<file path="src/rtl/mii_mgmt_regs.sv">
module mii_mgmt_regs #(
  parameter int ADDR_W = 5,
  parameter int DATA_W = 32,
  parameter int NUM_GEN = 8,
  parameter int GEN_BASE = 8,
  parameter logic [3*NUM_GEN-1:0] GEN_ACC = {3'd7, 3'd3, 3'd2, 3'd2, 3'd1, 3'd1, 3'd0, 3'd0}
) (
  input  logic              clk,
  input  logic              rst,
  input  logic [ADDR_W-1:0] bus_addr,
  input  logic              bus_we,
  input  logic [DATA_W-1:0] bus_wdata,
  output logic [DATA_W-1:0] bus_rdata,
  input  logic              link_down,
  input  logic [DATA_W-1:0] w1c_set
);

  localparam logic [ADDR_W-1:0] CMD_A  = ADDR_W'(0);
  localparam logic [ADDR_W-1:0] MADR_A = ADDR_W'(1);
  localparam logic [ADDR_W-1:0] MDAT_A = ADDR_W'(2);
  localparam logic [ADDR_W-1:0] MRES_A = ADDR_W'(3);
  localparam logic [15:0] CTRL_INIT = 16'h1140;
  localparam logic [15:0] STAT_BASE = 16'h7809;
  localparam logic [15:0] CTRL_KEEP = 16'h7EFF;
  localparam int          LINK_BIT  = 2;

  logic [DATA_W-1:0] cmd_q, addr_q;
  logic [15:0]       data_q, rd_stat, phy_ctrl, phy_stat, phy_rd_val;
  logic              link_q;
  logic [DATA_W-1:0] gen_rd [NUM_GEN];
  logic [NUM_GEN-1:0] gen_wr;

  wire [4:0] phy_reg = addr_q[4:0];
  wire wr_cmd  = bus_we && (bus_addr == CMD_A);
  wire wr_madr = bus_we && (bus_addr == MADR_A);
  wire wr_mdat = bus_we && (bus_addr == MDAT_A);
  wire rd_fire = wr_cmd && bus_wdata[0] && !cmd_q[0];

  always_comb begin
    phy_stat = STAT_BASE;
    phy_stat[LINK_BIT] = link_q;
  end

  always_comb begin
    case (phy_reg)
      5'd0:    phy_rd_val = phy_ctrl;
      5'd1:    phy_rd_val = phy_stat;
      5'd10:   phy_rd_val = 16'h1800;
      default: phy_rd_val = 16'h0000;
    endcase
  end

  always_ff @(posedge clk) begin
    if (rst) begin
      cmd_q    <= '0;
      addr_q   <= '0;
      data_q   <= '0;
      rd_stat  <= '0;
      phy_ctrl <= CTRL_INIT;
      link_q   <= 1'b0;
    end else begin
      link_q <= !link_down;
      if (wr_cmd)  cmd_q  <= bus_wdata;
      if (wr_madr) addr_q <= bus_wdata;
      if (rd_fire) rd_stat <= phy_rd_val;
      if (wr_mdat) begin
        data_q <= bus_wdata[15:0];
        if (phy_reg == 5'd0) phy_ctrl <= bus_wdata[15:0] & CTRL_KEEP;
      end
    end
  end

  for (genvar g = 0; g < NUM_GEN; g++) begin : g_gen
    localparam logic [2:0] ACC = GEN_ACC[3*g +: 3];
    assign gen_wr[g] = bus_we && (bus_addr == ADDR_W'(GEN_BASE + g));
    if (ACC == 3'd0 || ACC == 3'd1) begin : g_rw
      logic [DATA_W-1:0] q;
      always_ff @(posedge clk) begin
        if (rst) q <= '0;
        else if (gen_wr[g]) q <= bus_wdata;
      end
      assign gen_rd[g] = q;
    end else if (ACC == 3'd2) begin : g_w1c
      logic [DATA_W-1:0] q;
      always_ff @(posedge clk) begin
        if (rst) q <= '0;
        else q <= (q & ~(gen_wr[g] ? bus_wdata : '0)) | w1c_set;
      end
      assign gen_rd[g] = q;
    end else begin : g_ro
      assign gen_rd[g] = '0;
    end
  end

  always_comb begin
    bus_rdata = '0;
    case (bus_addr)
      CMD_A:   bus_rdata = cmd_q;
      MADR_A:  bus_rdata = addr_q;
      MDAT_A:  bus_rdata = DATA_W'(data_q);
      MRES_A:  bus_rdata = DATA_W'(rd_stat);
      default: begin
        for (int g = 0; g < NUM_GEN; g++)
          if (bus_addr == ADDR_W'(GEN_BASE + g)) bus_rdata = gen_rd[g];
      end
    endcase
  end

endmodule

</file>
<file path="config.mk">
export PLATFORM = sky130hd
export DESIGN_NAME = mii_mgmt_regs
export DESIGN_NICKNAME = d
export VERILOG_FILES = /design/src/rtl/mii_mgmt_regs.sv
export SDC_FILE = /design/constraint.sdc
export NUM_CORES = 1
export LEC_CHECK = 0
export BUFFER_PORTS_ARGS = -buffer_cell sky130_fd_sc_hd__buf_4
export CORE_MARGIN = 3
export CORE_UTILIZATION = 55
export DETAILED_ROUTE_END_ITERATION = 8
export GPL_TIMING_DRIVEN = 0
export PLACE_DENSITY = 0.72
export SYNTH_ARGS = -nofsm -noshare
export SYNTH_HDL_FRONTEND = slang
export SYNTH_SLANG_ARGS = --single-unit
</file>
<file path="constraint.sdc">
create_clock -name clk -period 5 [get_ports clk]
set_input_delay 1.5 -clock clk [delete_from_list [all_inputs] [get_ports clk]]
set_output_delay 1.5 -clock clk [all_outputs]
set_load 0.02 [all_outputs]
</file>
==> run summary <==
Status - finished with violations
Violated checks - setup timing
Syn_nets - 1,796
Crit path arrival time - 3.54 ns
Crit path largest cell delay - 0.33 ns
Post-Synth Adder-Cell Area - 0%
Worst-skew pair later-pin latency - 0.56 ns
Worst slew pin tran - 0.926 ns
Final instance area - 15,500 µm²
Final Wtd Congestion - 1.02
Comb pwr share - 9.0%
# clock sinks - 303
PnR worst setup slack - -0.0397 ns
Hold_buf cts - 0
Synth Area in Simple Gates - 22.3%
Final min period - 5.04 ns
Sequential power share - 47.6%
Die Y - 162 µm
Power per cell area - 338 nW/µm²
CP most frequent cell - buf_4
Crit. End Element - output pin
Post-synthesis compound-gate area fraction - 19.0%
Final net count - 1,897
Setup violations, final - 2
Wire length per cell - 23.3 µm
Tcrit/Tclk final - 101%
Final Non-Filler Cells - 2,163
Clock share of power - 43.5%
CTS tree - built
Largest family of logic cells by synthesized area - simple AND/OR/NAND/NOR gates
Vias in the first global route - 12,630
HPWL after DPL - 35.8 mm
Min-delay src - addr_q[12]
Global-route wire length before repair - 75.4 mm
Max Freq - 198 MHz
Vias/cell - 6.25
Synth Area in XOR/XNOR - 0%
Slew headroom - 38.2%
Pre-antenna DRT Iters - 6
Hold path cells - 2
Num CTS Buffers - 31
H-tree depth - 1
Fin. Hold Viols - 0
Routed Antenna Nets - 0
Area delta synth->final - 15.3%
Die width - 162 µm
DRT Wirelength - 50.4 mm
Placement Cell Area - 14,400 µm²
HP Class - register to register
Pleak - 5.29 nW
Top post-synthesis cells by area - dfxtp_1 (45%), nand2_1 (12%), a21oi_1 (12%)
Die footprint - 26,400 µm²
Bufs on Longest Clock Path - 3
RSZ-0062 raised after global routing - yes
Worst Hold End - addr_q[12]
Mux cell area share after synthesis - 7.77%
Largest net degree at the start of global routing - 16
IO Port Bufs - 71
Sw Pwr - 1.33 mW
FF-to-FF End - phy_ctrl[13]
CP required - 3.50 ns
Initial Utilization - 56.7%
CP Launch Type - input pin
EDFF count, synth - 0
Placed insts - 2,113
Max-Cap Viols - 0
Syn avg cell area - 7.81 µm²
Seq/Total Area, Yosys - 45.1%
Synth area leader - dfxtp_1
Post-synthesis register bit count - 303
GRT overflow - 0
Synth cell count leaders - nand2_1 (446), a21oi_1 (323), dfxtp_1 (303)
Net Sw Frac - 25.3%
Distinct cells, synth - 52
Syn Std Cell Area - 13,500 µm²
Clock skew - 0.00914 ns
I/O pin count - 105
Slew Limit Fails - 0
Via count - 13,526
Clock Tree Root - clkbuf_16
Initial antenna violation count - 0
DRC - 0
Row count - 56
Utilization after layout - 65.3%
Top_reg_cell synth - dfxtp_1
Critical path type - input pin to output pin
Worst-path fanout max - 10
Peak supply drop - 0.000277 V
Diodes inserted - 0
Cells on worst reg2reg path - 5
Mapped Cells - 1,723
Fillers - 2,086
Top cell type's share of synthesized area - 45.1%
DRT iter0 DRCs - 2,061
Core region area - 23,800 µm²
Global-route usage over all layers - 37.0%
Worst r2r src - addr_q[1]
Critical-path cell list - buf_4 > buf_2 > buf_4 > or2_2 > o21ai_0 > a2bb2oi_1 > nand4_1 > buf_4
DP Worst Slack - -0.817 ns
Crit path max-delay cell type - or2_2
Cell with the most instances after synthesis - nand2_1
Clock Pin Slew Worst Setup and Hold Paths - 0.06 ns
Synthesis Warnings - 0
P_int - 3.92 mW
Ys async rst share - 0%
Flop2flop setup slack - 2.96 ns
Share of cells above drive strength 1 - 14.1%
-- power by group through the flow --
stage               Combinational, mW  Clock (mW)  Sequential (mW)
finish                          0.470        2.28             2.49
global route                    0.489        2.37             2.50
CTS                             0.447        2.27             2.49
detailed placement              0.437           0             2.54
global placement                0.432           0             2.54
floorplan                       0.255           0             2.54
-- critical path, delay by kind of cell --
family	cells	cell delay, ns
AOI/OAI and AO/OA	2	0.50
and+or+nand+nor	2	0.64
buffers and inverters	4	0.91
-- state kept, by name, indices dropped and copies added (netlist names) --
signal         count
g_gen.g_w1c.q     64
rd_stat           15
data_q            16
cmd_q             32
phy_ctrl          15
addr_q            32
link_q             1
g_gen.g_rw.q     128
-- worst max-delay path by stage --
stage	to	slack (ns)	depth (start not counted)	startpoint
final	bus_rdata[14]	-0.04	8	bus_addr[1]
after detailed placement	bus_rdata[31]	-0.82	9	bus_addr[0]
after global placement	bus_rdata[31]	-1.07	7	bus_addr[2]
after CTS	bus_rdata[14]	0.02	10	bus_addr[0]
after global routing	bus_rdata[17]	-0.01	8	bus_addr[2]
after floorplan	bus_rdata[18]	0.21	7	bus_addr[2]
-- per-stage QoR --
stage               total power [mW]  setup TNS [ns]  hold WS [ns]
floorplan                       2.79               0         0.426
global placement                2.97          -20.83         0.433
detailed placement              2.98          -17.50         0.445
CTS                             5.21               0         0.453
global route                    5.35         -0.0130         0.468
finish                          5.24         -0.0688         0.452
-- cell type report --
cell class	count	area, µm²	share of cell area, %
inverters	13	52.6	0.339
repair buffers	71	533	3.43
plain buffers	178	815	5.25
clock buffers	44	875	5.64
well taps	319	399	2.57
clock inverters	9	101	0.653
multi-input cells	1226	6680	43.0
flip-flops and latches	303	6070	39.1
-- kinds of logic after synthesis --
logic type,Yosys count
buffers and inverters,194
AO/OA/AOI/OAI,457
multiplexers,71
flip-flops,303
AND/OR/NAND/NOR,698
-- what timing repair did --
| item | CTS | global route |
|---|---|---|
| pin swaps | 0 | 1 |
| setup endpoints to repair | 32 | 20 |
| setup buffers | 0 | 0 |
| resized for setup | 58 | 19 |
-- cell usage in the layout, fill, tap and decap left out, drive strengths merged, types with 9 or more instances in the layout --
cell / count
nand2: 446
or2: 13
nor2b: 17
o21ai: 36
nand3: 77
o22ai: 13
dfxtp: 303
mux4: 25
mux2: 18
inv: 13
mux2i: 28
o211ai: 13
o21a: 16
buf: 117
clkbuf: 176
a21oi: 323
a22oi: 10
nor3: 9
nor2: 90
-- layer usage --
| metal | vias to the layer above | GRT usage (%) | wire length [µm] |
|---|---|---|---|
| li1 | 6062 | - | - |
| met1 | 6389 | 50.9 | 19700 |
| met2 | 907 | 57.0 | 22100 |
| met3 | 166 | 9.00 | 6410 |
| met4 | 2 | 13.4 | 2070 |
| met5 | - | 0 | 23 |
(Power assumes the default switching activity.)
